**src/rtl/sau_pkg.sv**
```systemverilog
package sau_pkg;
    typedef enum logic [1:0] {
        ST_IDLE = 2'd0,
        ST_RUN  = 2'd1,
        ST_DONE = 2'd2
    } sau_state_e;
endpackage

```
**src/rtl/sau_bitcell.sv**
```systemverilog
module sau_bitcell (
    input  logic a_i,
    input  logic b_i,
    input  logic inv_i,
    input  logic cin_i,
    output logic sum_o,
    output logic cout_o
);
    logic b_eff;

    always_comb begin
        b_eff  = b_i ^ inv_i;
        sum_o  = a_i ^ b_eff ^ cin_i;
        cout_o = (a_i & b_eff) | (a_i & cin_i) | (b_eff & cin_i);
    end
endmodule

```
**src/rtl/sau_ctrl.sv**
```systemverilog
module sau_ctrl #(
    parameter int W = 4
) (
    input  logic clk,
    input  logic rst_n,
    input  logic start_i,
    input  logic sub_i,
    output logic step_o,
    output logic mode_o,
    output logic done_o
);
    import sau_pkg::*;

    localparam int CW = (W > 2) ? $clog2(W) : 1;
    localparam logic [CW-1:0] LAST = CW'(W - 1);

    sau_state_e state_q, state_d;
    logic [CW-1:0] cnt_q;
    logic          mode_q;

    always_comb begin
        state_d = state_q;
        unique case (state_q)
            ST_IDLE: state_d = start_i ? ST_RUN : ST_IDLE;
            ST_RUN:  state_d = start_i ? ST_RUN :
                               ((cnt_q == LAST) ? ST_DONE : ST_RUN);
            ST_DONE: state_d = start_i ? ST_RUN : ST_IDLE;
            default: state_d = ST_IDLE;
        endcase
    end

    always_ff @(posedge clk or negedge rst_n) begin
        if (!rst_n) begin
            state_q <= ST_IDLE;
            cnt_q   <= '0;
            mode_q  <= 1'b0;
        end else begin
            state_q <= state_d;
            if (start_i) begin
                cnt_q  <= '0;
                mode_q <= sub_i;
            end else if (state_q == ST_RUN) begin
                cnt_q <= cnt_q + 1'b1;
            end
        end
    end

    always_comb begin
        step_o = (state_q == ST_RUN) && !start_i;
        mode_o = mode_q;
        done_o = (state_q == ST_DONE);
    end

    // the completion flag never lasts two cycles
    assert_done_single_R8: assert property (@(posedge clk) disable iff (!rst_n)
        done_o |=> !done_o);

    // the last bit cycle is always followed by the flag
    assert_done_after_last_R8: assert property (@(posedge clk) disable iff (!rst_n)
        (step_o && cnt_q == LAST) |=> done_o);
endmodule

```
**src/rtl/sau_shreg.sv**
```systemverilog
module sau_shreg #(
    parameter int W = 4
) (
    input  logic         clk,
    input  logic         rst_n,
    input  logic         load_i,
    input  logic         shift_i,
    input  logic         sin_i,
    input  logic [W-1:0] par_i,
    output logic [W-1:0] q_o
);
    logic [W-1:0] q_q;

    for (genvar i = 0; i < W; i++) begin : g_bit
        logic nxt;
        if (i == W - 1) begin : g_top
            assign nxt = sin_i;
        end else begin : g_low
            assign nxt = q_q[i+1];
        end

        always_ff @(posedge clk or negedge rst_n) begin
            if (!rst_n)       q_q[i] <= 1'b0;
            else if (load_i)  q_q[i] <= par_i[i];
            else if (shift_i) q_q[i] <= nxt;
        end
    end

    assign q_o = q_q;

    // a parallel load takes the data word
    assert_load_R7: assert property (@(posedge clk) disable iff (!rst_n)
        load_i |=> (q_o == $past(par_i)));

    // the serial bit enters the top, the rest moves down one place
    assert_shift_R5: assert property (@(posedge clk) disable iff (!rst_n)
        (shift_i && !load_i) |=>
            (q_o[W-1] == $past(sin_i)) && (q_o[W-2:0] == $past(q_o[W-1:1])));

    // no load and no shift leaves the word unchanged
    assert_hold_R10: assert property (@(posedge clk) disable iff (!rst_n)
        (!shift_i && !load_i) |=> $stable(q_o));
endmodule

```
**src/rtl/serial_arith_unit.sv**
```systemverilog
module serial_arith_unit #(
    parameter int W = 4
) (
    input  logic         clk,
    input  logic         rst_n,
    input  logic         start_i,
    input  logic         sub_i,
    input  logic         a_bit_i,
    input  logic         b_bit_i,
    input  logic         load_n_i,
    input  logic [W-1:0] par_d_i,
    output logic [W-1:0] res_q_o,
    output logic         carry_o,
    output logic         done_o
);
    logic step, mode, sum_bit, cout, carry_q;

    sau_ctrl #(.W(W)) u_ctrl (
        .clk    (clk),
        .rst_n  (rst_n),
        .start_i(start_i),
        .sub_i  (sub_i),
        .step_o (step),
        .mode_o (mode),
        .done_o (done_o)
    );

    sau_bitcell u_cell (
        .a_i   (a_bit_i),
        .b_i   (b_bit_i),
        .inv_i (mode),
        .cin_i (carry_q),
        .sum_o (sum_bit),
        .cout_o(cout)
    );

    always_ff @(posedge clk or negedge rst_n) begin
        if (!rst_n)        carry_q <= 1'b0;
        else if (start_i)  carry_q <= sub_i;
        else if (step)     carry_q <= cout;
    end

    sau_shreg #(.W(W)) u_sreg (
        .clk    (clk),
        .rst_n  (rst_n),
        .load_i (!load_n_i),
        .shift_i(step),
        .sin_i  (sum_bit),
        .par_i  (par_d_i),
        .q_o    (res_q_o)
    );

    assign carry_o = carry_q;

    // start seeds the carry with the mode input
    assert_carry_seed_R3: assert property (@(posedge clk) disable iff (!rst_n)
        start_i |=> (carry_o == $past(sub_i)));

    // the start cycle stores no result bit
    assert_start_noshift_R4: assert property (@(posedge clk) disable iff (!rst_n)
        (start_i && load_n_i) |=> $stable(res_q_o));
endmodule

```
**config.mk**
```make
export PLATFORM = sky130hd
export DESIGN_NAME = serial_arith_unit
export DESIGN_NICKNAME = d
export VERILOG_FILES = /design/src/rtl/sau_pkg.sv /design/src/rtl/sau_bitcell.sv /design/src/rtl/sau_ctrl.sv /design/src/rtl/sau_shreg.sv /design/src/rtl/serial_arith_unit.sv
export SDC_FILE = /design/constraint.sdc
export NUM_CORES = 1
export LEC_CHECK = 0
export BUFFER_PORTS_ARGS = -buffer_cell sky130_fd_sc_hd__buf_4
export CORE_UTILIZATION = 34
export DETAILED_ROUTE_END_ITERATION = 7
export PLACE_DENSITY = 0.68
export SLEW_MARGIN = 20
export SYNTH_ARGS = -nofsm -noshare
export SYNTH_HDL_FRONTEND = slang
export SYNTH_SLANG_ARGS = --single-unit
```
**constraint.sdc**
```tcl
create_clock -name clk -period 4.2 [get_ports clk]
set_clock_uncertainty 0.2 [all_clocks]
set_input_delay 0.84 -clock clk [delete_from_list [all_inputs] [get_ports clk]]
set_output_delay 0.84 -clock clk [all_outputs]
set_load 0.03 [all_outputs]
```
# Word-level counts from Yosys, hierarchy flattened
# Index checks and enable logic that the tools add are counted.
[totals]
regBits = 10
input_bits = 11
[op_classes]
n_addsub = 1
n_eq_ne = 4
muxes = 16
bitwise_logic = 8
n_reduce_logical = 6
[ops]
columns = ["operator", "n"]
rows = [
  ["$mux 1", 11],
  ["$mux 2", 4],
  ["$eq 2x2->1 const B", 2],
  ["$pmux 2 s2", 1],
  ["$reduce_bool 2->1", 2],
  ["$and 1x1->1", 3],
  ["$xor 1x1->1", 3],
  ["$add 2x1->2 const B", 1],
  ["$eq 2x1->1 const B", 1],
  ["$logic_not 2->1", 1],
  ["$ne 2x1->1 const B", 1],
  ["$or 1x1->1", 2],
  ["$reduce_or 2->1", 1],
  ["$logic_and 1x1->1", 1],
  ["$logic_not 1->1", 1],
]

# Depth between registers and ports, before layout
# Gate-level depths: netlist (run 1).
[depth]
ltp_word = 6
depth_mapped = 5
ltp_nobuf = 5

# By module
# A second synthesis (run 1) with hierarchy kept.
[unflattened]
cells_unflattened = 50
hier_area_um2 = 548.0
[modules_own_cells]
columns = ["module", "n_inst", "cells_per_inst", "area_each_um2", "seq_area_each_um2"]
rows = [
  ["sau_ctrl", 1, 19, 247.7, 125.1],
  ["sau_shreg", 1, 20, 209.0, 100.1],
  ["serial_arith_unit", 1, 5, 47.5, 25.0],
  ["sau_bitcell", 1, 6, 43.8, 0.0],
]

# Worst setup path after synthesis (run 1)
# OpenSTA, ideal clock, no wires.
[synth_timing]
path_kind = "input -> register"
from = "input port b_bit_i"
to = "register u_sreg.q_q[3] (netlist: u_sreg.g_bit[2].nxt)"
t_arrival_ns = 1.635
t_required_ns = 3.868
setup_slack_ns = 2.234
path_stages = 5
cell_sequence = "xnor2_1 > fa_1 > inv_1 > o21ai_1 > o22ai_1"
[synth_via]
elab_chain_cells = 5
[synth_lines]
columns = ["element", "line", "source"]
rows = [
  ["from (decl)", "serial_arith_unit.sv:9", "input logic b_bit_i,"],
  ["$xor 1x1->1", "sau_bitcell.sv:12", "b_eff = b_i ^ inv_i;"],
  ["$xor 1x1->1 (2 in series)", "sau_bitcell.sv:13", "sum_o = a_i ^ b_eff ^ cin_i;"],
  ["$mux 1", "sau_shreg.sv:25", "else if (shift_i) q_q[i] <= nxt;"],
  ["$mux 1", "sau_shreg.sv:24", "else if (load_i) q_q[i] <= par_i[i];"],
  ["to (signal, indexed assignment)", "sau_shreg.sv:24", ""],
  ["to (signal, indexed assignment)", "sau_shreg.sv:25", ""],
  ["to (decl)", "sau_shreg.sv:12", "logic [W-1:0] q_q;"],
]
# Every way passes these cells. The select of a mux whose other input is x is not followed.
# A chain may end at the register's enable or synchronous reset.

# Worst setup path after layout (run 1)
[layout_timing]
from = "register u_ctrl.state_q[1]"
to = "output port done_o"
[layout_via]
elab_chain_cells = 1
[layout_lines]
columns = ["element", "line", "source"]
rows = [
  ["from (decl)", "sau_ctrl.sv:17", "sau_state_e state_q, state_d;"],
  ["from (signal assigned)", "sau_ctrl.sv:38", "state_q <= state_d;"],
  ["$eq 2x2->1", "sau_ctrl.sv:51", "done_o = (state_q == ST_DONE);"],
  ["to (decl)", "serial_arith_unit.sv:14", "output logic done_o"],
]
# Every way passes these cells.

==> run_summary.xml, run 1 <==
<?xml version="1.0" encoding="UTF-8"?>
<metrics>
  <group name="run_status">
    <metric name="status" unit="">complete, no violations</metric>
  </group>
  <group name="sta">
    <metric name="grt_setup_unrepaired" unit="">false</metric>
    <metric name="finalWorstPathRequiredPeriod" unit="ns">2.04</metric>
    <metric name="hold_viol" unit="">0</metric>
    <metric name="period_share" unit="%">48.6</metric>
    <metric name="setup_slack" unit="ns">2.16</metric>
    <metric name="slew_headroom" unit="%">82.9</metric>
    <metric name="report.final.slew_viol_count" unit="">0</metric>
    <metric name="fmax" unit="GHz">0.490</metric>
    <metric name="final-setup-viol-count" unit="">0</metric>
    <metric name="timing.setup.tns" unit="ns">0</metric>
    <metric name="worst_tran_pin_value" unit="ns">0.255</metric>
  </group>
  <group name="layout">
    <metric name="drive_gt1_share" unit="%">31.9</metric>
    <metric name="ff_latch_area" unit="µm²">250</metric>
    <metric name="fillCellCount" unit="">141</metric>
    <metric name="antennaDiodeCount" unit="">0</metric>
    <metric name="num-nets-final" unit="">83</metric>
    <metric name="layout_common_cells" unit="">sky130_fd_sc_hd__buf_4, sky130_fd_sc_hd__dfrtp_1, sky130_fd_sc_hd__nor2_1, sky130_fd_sc_hd__nand2_1, sky130_fd_sc_hd__inv_1</metric>
    <metric name="area_taken_by_multi_input_logic_gates" unit="µm²">210</metric>
    <metric name="layout-area-overhead-vs-synth" unit="%">29.2</metric>
    <metric name="layout.cells.most_common" unit="">sky130_fd_sc_hd__buf_4</metric>
  </group>
  <group name="placement">
    <metric name="finalWeightedCongestion" unit="">0.664</metric>
    <metric name="placement.io_buffers" unit="">16</metric>
    <metric name="placement.setup.worst_slack" unit="ns">2.06</metric>
    <metric name="place.detailed.hpwl" unit="µm">689</metric>
  </group>
  <group name="critical_path">
    <metric name="reg2reg_setup_slack" unit="ns">2.63</metric>
    <metric name="worst_ep_required_time" unit="ns">3.16</metric>
    <metric name="element_type_at_the_critical_path_start" unit="">flop</metric>
    <metric name="critical_path_peak_fanout" unit="">5</metric>
    <metric name="path_class" unit="">flop to output port</metric>
    <metric name="crit_path_dat" unit="ns">1.00</metric>
    <metric name="end_kind" unit="">output port</metric>
  </group>
  <group name="synth">
    <metric name="synth_nets" unit="">66</metric>
    <metric name="syn-instance-count" unit="">53</metric>
    <metric name="synthDistinctLibCells" unit="">21</metric>
    <metric name="post_synth_instance_area" unit="µm²">509</metric>
    <metric name="ys_seq_elements" unit="">10</metric>
    <metric name="syn_avg_cell_area" unit="µm²">9.61</metric>
    <metric name="synth.yosys.seq_area_share" unit="%">49.1</metric>
    <metric name="yosys_warnings" unit="">0</metric>
  </group>
  <group name="clock_tree">
    <metric name="clockRootBuffer" unit="">sky130_fd_sc_hd__clkbuf_4</metric>
    <metric name="cts_num_sinks" unit="">10</metric>
    <metric name="post_cts_buffers" unit="">0</metric>
    <metric name="cts-hold-fix-buffers" unit="">0</metric>
    <metric name="cts_max_level" unit="">1</metric>
    <metric name="cts_tree" unit="">done</metric>
    <metric name="clock_latency" unit="ns">0.26</metric>
    <metric name="path_clk_slew" unit="ns">0.07</metric>
    <metric name="cts.repair.resized" unit="">0</metric>
    <metric name="tritoncts.num_buffers" unit="">3</metric>
    <metric name="cts_buffer_depth" unit="">2</metric>
  </group>
  <group name="floorplan">
    <metric name="die_y" unit="µm">40.7</metric>
    <metric name="row_count" unit="">13</metric>
    <metric name="top_level_ports" unit="">17</metric>
    <metric name="die_width" unit="µm">40.7</metric>
    <metric name="dieArea" unit="µm²">1660</metric>
    <metric name="design.core.area" unit="µm²">1350</metric>
    <metric name="initial_utilization" unit="%">37.7</metric>
  </group>
  <group name="detailed_routing">
    <metric name="drt_drc_violations_left" unit="">0</metric>
    <metric name="route.final.wire_length" unit="µm">919</metric>
    <metric name="dr.first_iter.drc_count" unit="">6</metric>
    <metric name="wire_per_inst" unit="µm">10.9</metric>
    <metric name="avgViaCountPerCell" unit="">4.69</metric>
    <metric name="final_ant_viol_nets" unit="">0</metric>
    <metric name="drt-pass1-iter-count" unit="">4</metric>
    <metric name="route.vias.total" unit="">394</metric>
  </group>
  <group name="grt">
    <metric name="grt_pass1_wl" unit="µm">1290</metric>
    <metric name="grt_remaining_overflow" unit="">0</metric>
    <metric name="pin_count_of_the_biggest_net_entering_global_routing" unit="">11</metric>
    <metric name="grt_pass1_vias" unit="">331</metric>
    <metric name="globalRouteTotalUtil" unit="%">12.8</metric>
    <metric name="antenna_found_initial" unit="">0</metric>
  </group>
  <group name="power_and_ir_drop">
    <metric name="cellPowerDensity" unit="nW/µm²">527</metric>
    <metric name="ir_worst_vdd" unit="µV">216</metric>
    <metric name="leakage" unit="nW">0.330</metric>
  </group>
  <group name="worst_hold_path">
    <metric name="worst_hold_path_type" unit="">primary input to asynchronous set/reset pin</metric>
  </group>
  <group name="job">
    <metric name="timing.max_cap.violations" unit="">0</metric>
  </group>
</metrics>
## state kept, by name, summed over array words and instances, names as in the netlist
name and cells:
u_ctrl.cnt_q 2, u_sreg.q_o 1, carry_o 1, u_ctrl.mode_o 1, u_sreg.g_bit.nxt 3, u_ctrl.state_q 2
## worst paths after layout
path                                    from                   to  cells after the start
setup / recovery           u_ctrl.state_q[1]               done_o                      2
hold / removal                         rst_n  u_sreg.g_bit[2].nxt                      1
setup reg to reg               u_ctrl.mode_o  u_sreg.g_bit[2].nxt                      5
hold reg to reg            u_ctrl.state_q[1]    u_ctrl.state_q[0]                      1
max in group asynchronous              rst_n      u_ctrl.cnt_q[1]                      1
min in group clk           u_ctrl.state_q[1]    u_ctrl.state_q[0]                      1
## through the flow
step                total power, W  hold slack (ns)  cells  util, %  instance area (µm²)
floorplan                 0.000232            0.286     53        -                  509
global placement          0.000260            0.312     80     46.1                  622
detailed placement        0.000264            0.317     80     46.1                  622
CTS                       0.000353            0.181     84     48.7                  658
global route              0.000372            0.188     84     48.7                  658
finish                    0.000347            0.194     84     48.7                  658
## cell type report
type                            instances  area share [%]
Clock buffer                            4            5.51
Inverter                                6            3.42
Multi-Input combinational cell         33            31.9
Sequential cell                        10            38.0
Tap cell                               15            2.85
Timing Repair Buffer                   16            18.3
## cell usage after synthesis
cell type	n	share of area, %
sky130_fd_sc_hd__dfrtp_1	10	49
sky130_fd_sc_hd__nand2_1	7	5.2
sky130_fd_sc_hd__nor2_1	7	5.2
sky130_fd_sc_hd__inv_1	6	4.4
sky130_fd_sc_hd__a31oi_1	3	3.7
sky130_fd_sc_hd__buf_4	3	4.4
sky130_fd_sc_hd__a21oi_1	2	2.0
sky130_fd_sc_hd__o21ai_1	2	2.0
sky130_fd_sc_hd__buf_1	1	0.74
sky130_fd_sc_hd__fa_1	1	3.9
sky130_fd_sc_hd__ha_1	1	2.5
sky130_fd_sc_hd__mux2_1	1	2.2
sky130_fd_sc_hd__mux2i_1	1	2.0
sky130_fd_sc_hd__nand2b_1	1	1.2
sky130_fd_sc_hd__nor2b_1	1	1.2
sky130_fd_sc_hd__nor3b_2	1	2.5
sky130_fd_sc_hd__o21ai_0	1	0.98
sky130_fd_sc_hd__o22ai_1	1	1.2
sky130_fd_sc_hd__or3b_4	1	2.2
sky130_fd_sc_hd__xnor2_1	1	1.7
sky130_fd_sc_hd__xor2_1	1	1.7
## kinds of logic (layout without fill, tap and decap cells)
| family | after synthesis | count (layout) | share of synthesized area, % |
|---|---|---|---|
| mux | 2 | 2 | 4.18 |
| fa+ha+maj | 2 | 2 | 6.39 |
| xor+xnor | 2 | 2 | 3.44 |
| simple gates | 18 | 18 | 17.4 |
| compound gates | 9 | 9 | 9.83 |
| flops | 10 | 10 | 49.1 |
| buf+inv | 10 | 26 | 9.58 |
## critical path, stage by stage, from the launching register on
cell and delay, ns:
sky130_fd_sc_hd__dfrtp_1 0.41, sky130_fd_sc_hd__nor2b_1 0.16, sky130_fd_sc_hd__buf_4 0.17
## report_power, final
part	switching (W)	internal [W]	leakage (nW)
clock	0.0000331	0.0000526	0.0210
sequential	0.0000177	0.000119	0.119
combinational	0.0000671	0.0000569	0.190
## layer usage
layer,global-route usage (%),vias up,routed length (µm)
met5,0,-,0
met4,12.5,0,19
met3,3.26,2,40
met2,19.8,9,439
met1,13.8,182,419
li1,-,201,-
No activity file was read; power rests on OpenSTA's default activity.
==> inputs of run 2 (changes only) <==
- PLACE_DENSITY: 0.68 -> 0.7
- clock period: 4.2 -> 1.7 ns (I/O delays scaled with it)
==> run_summary.xml, run 2 (synthesized netlist as in run 1, its figures left out) <==
<?xml version="1.0" encoding="UTF-8"?>
<metrics>
  <group name="run_status">
    <metric name="status" unit="">complete, no violations</metric>
  </group>
  <group name="sta">
    <metric name="fmax" unit="GHz">0.636</metric>
    <metric name="slew_headroom" unit="%">81.6</metric>
    <metric name="period_share" unit="%">92.5</metric>
    <metric name="finalWorstPathRequiredPeriod" unit="ns">1.57</metric>
    <metric name="hold_viol" unit="">0</metric>
    <metric name="report.final.slew_viol_count" unit="">0</metric>
    <metric name="timing.setup.tns" unit="ns">0</metric>
    <metric name="grt_setup_unrepaired" unit="">false</metric>
    <metric name="worst_tran_pin_value" unit="ns">0.274</metric>
    <metric name="final-setup-viol-count" unit="">0</metric>
  </group>
  <group name="critical_path">
    <metric name="path_class" unit="">flop to flop</metric>
    <metric name="element_type_at_the_critical_path_start" unit="">flop</metric>
    <metric name="critical_path_peak_fanout" unit="">2</metric>
    <metric name="worst_ep_required_time" unit="ns">1.65</metric>
    <metric name="crit_path_dat" unit="ns">1.53</metric>
    <metric name="end_kind" unit="">flop</metric>
  </group>
  <group name="floorplan">
    <metric name="initial_utilization" unit="%">37.7</metric>
    <metric name="row_count" unit="">13</metric>
    <metric name="die_width" unit="µm">40.7</metric>
    <metric name="design.core.area" unit="µm²">1350</metric>
    <metric name="top_level_ports" unit="">17</metric>
    <metric name="die_y" unit="µm">40.7</metric>
    <metric name="dieArea" unit="µm²">1660</metric>
  </group>
  <group name="detailed_routing">
    <metric name="detailroute.wirelength.met2" unit="µm">374</metric>
    <metric name="top_layer" unit="">met3</metric>
    <metric name="wire_per_inst" unit="µm">9.81</metric>
    <metric name="route.layer.met1.wl" unit="µm">406</metric>
    <metric name="avgViaCountPerCell" unit="">4.41</metric>
    <metric name="drt-pass1-iter-count" unit="">2</metric>
    <metric name="dr.first_iter.drc_count" unit="">11</metric>
    <metric name="drt_drc_violations_left" unit="">0</metric>
    <metric name="final_ant_viol_nets" unit="">0</metric>
    <metric name="route.final.wire_length" unit="µm">834</metric>
    <metric name="met3_length" unit="µm">54</metric>
    <metric name="route.vias.total" unit="">375</metric>
  </group>
  <group name="layout">
    <metric name="drive_gt1_share" unit="%">31.4</metric>
    <metric name="number_of_flip_flops_in_the_largest_register" unit="">3</metric>
    <metric name="antennaDiodeCount" unit="">0</metric>
    <metric name="layout-area-overhead-vs-synth" unit="%">31.2</metric>
    <metric name="layout.cells.most_common" unit="">sky130_fd_sc_hd__buf_4</metric>
    <metric name="fin_area" unit="µm²">668</metric>
    <metric name="layout_common_cells" unit="">sky130_fd_sc_hd__buf_4, sky130_fd_sc_hd__dfrtp_1, sky130_fd_sc_hd__nor2_1, sky130_fd_sc_hd__nand2_1, sky130_fd_sc_hd__inv_1</metric>
    <metric name="fin_util" unit="%">49.5</metric>
    <metric name="num-nets-final" unit="">84</metric>
  </group>
  <group name="grt">
    <metric name="grt_pass1_wl" unit="µm">1460</metric>
    <metric name="antenna_found_initial" unit="">0</metric>
    <metric name="grt_pass1_vias" unit="">350</metric>
    <metric name="grt_remaining_overflow" unit="">0</metric>
    <metric name="pin_count_of_the_biggest_net_entering_global_routing" unit="">11</metric>
    <metric name="globalRouteTotalUtil" unit="%">14.2</metric>
  </group>
  <group name="worst_hold_path">
    <metric name="worst_hold_path_type" unit="">primary input to flop</metric>
  </group>
  <group name="placement">
    <metric name="placement.io_buffers" unit="">16</metric>
    <metric name="place.detailed.hpwl" unit="µm">660</metric>
    <metric name="finalWeightedCongestion" unit="">0.664</metric>
    <metric name="dpl_cell_area" unit="µm²">622</metric>
  </group>
  <group name="power_and_ir_drop">
    <metric name="p_seq_share" unit="%">39.7</metric>
    <metric name="comb_power_share" unit="%">35.2</metric>
    <metric name="switching_power" unit="W">0.000291</metric>
    <metric name="internal_power" unit="W">0.000565</metric>
    <metric name="p_clk_share" unit="%">25.1</metric>
    <metric name="ir_worst_vdd" unit="µV">695</metric>
    <metric name="switching_share" unit="%">34.0</metric>
    <metric name="leakage" unit="nW">0.334</metric>
    <metric name="cellPowerDensity" unit="nW/µm²">1280</metric>
  </group>
  <group name="clock_tree">
    <metric name="path_clk_slew" unit="ns">0.07</metric>
    <metric name="clockRootBuffer" unit="">sky130_fd_sc_hd__clkbuf_4</metric>
    <metric name="tritoncts.num_buffers" unit="">3</metric>
    <metric name="cts_buffer_depth" unit="">2</metric>
    <metric name="cts_max_level" unit="">1</metric>
    <metric name="cts_num_sinks" unit="">10</metric>
    <metric name="cts_tree" unit="">done</metric>
    <metric name="clock_latency" unit="ns">0.27</metric>
  </group>
  <group name="job">
    <metric name="timing.max_cap.violations" unit="">0</metric>
  </group>
</metrics>
-- run 2: layer usage --
layer  track usage (%)  vias to the layer above
met1              17.9                      160
met4              10.0                        0
li1                  -                      202
met5                 0                        -
met3              3.26                        0
met2              21.4                       13
-- run 2: final cells by class --
type / count / area, µm²
multi-input combinational: 33 / 210
fill: 134 / 682
timing repair buffer: 17 / 130
tap: 15 / 18.8
sequential: 10 / 250
clock buffer: 4 / 36.3
inverter: 6 / 22.5
-- run 2: final timing paths --
check | from | to | slack [ns] | cells past startpoint
max reg2reg | u_ctrl.mode_o | u_sreg.g_bit[2].nxt | 0.13 | 5
max in group asynchronous | rst_n | u_sreg.q_o[0] | 0.92 | 2
max | u_ctrl.mode_o | u_sreg.g_bit[2].nxt | 0.13 | 5
min in group asynchronous | rst_n | u_sreg.g_bit[1].nxt | 0.23 | 2
min | start_i | u_ctrl.cnt_q[0] | 0.09 | 2
min reg2reg | u_ctrl.state_q[0] | u_ctrl.state_q[0] | 0.33 | 1
-- run 2: worst max-delay path, stage by stage (launching register included) --
cell and delay (ns):
sky130_fd_sc_hd__dfrtp_1 0.39, sky130_fd_sc_hd__xnor2_1 0.15, sky130_fd_sc_hd__fa_1 0.48, sky130_fd_sc_hd__inv_1 0.04, sky130_fd_sc_hd__o21ai_1 0.13, sky130_fd_sc_hd__o22ai_1 0.08
-- run 2: what timing repair did --
| action | in CTS | in global routing |
|---|---|---|
| buffers inserted | 0 | 0 |
| endpoints found under the hold margin | 10 | 0 |
| resized for setup | 0 | 0 |
| hold buffers | 1 | 0 |
-- run 2: power groups by stage --
stage	clock network (W)	registers (W)	logic (W)
2_1_floorplan	0	0.000355	0.000218
3_3_place_gp	0	0.000342	0.000299
3_5_place_dp	0	0.000345	0.000303
4_1_cts	0.000221	0.000341	0.000307
5_1_grt	0.000232	0.000351	0.000342
6_report	0.000214	0.000340	0.000301
-- run 2: per-stage QoR --
step | worst slack [ns] | hold WS, ns | power, W | std cells
2_1_floorplan | 0.0582 | -0.156 | 0.000573 | 53
3_3_place_gp | 0.103 | -0.0250 | 0.000641 | 80
3_5_place_dp | 0.0612 | -0.0219 | 0.000649 | 80
4_1_cts | 0.118 | 0.0918 | 0.000869 | 85
5_1_grt | 0.0237 | 0.102 | 0.000926 | 85
6_report | 0.127 | 0.0920 | 0.000855 | 85
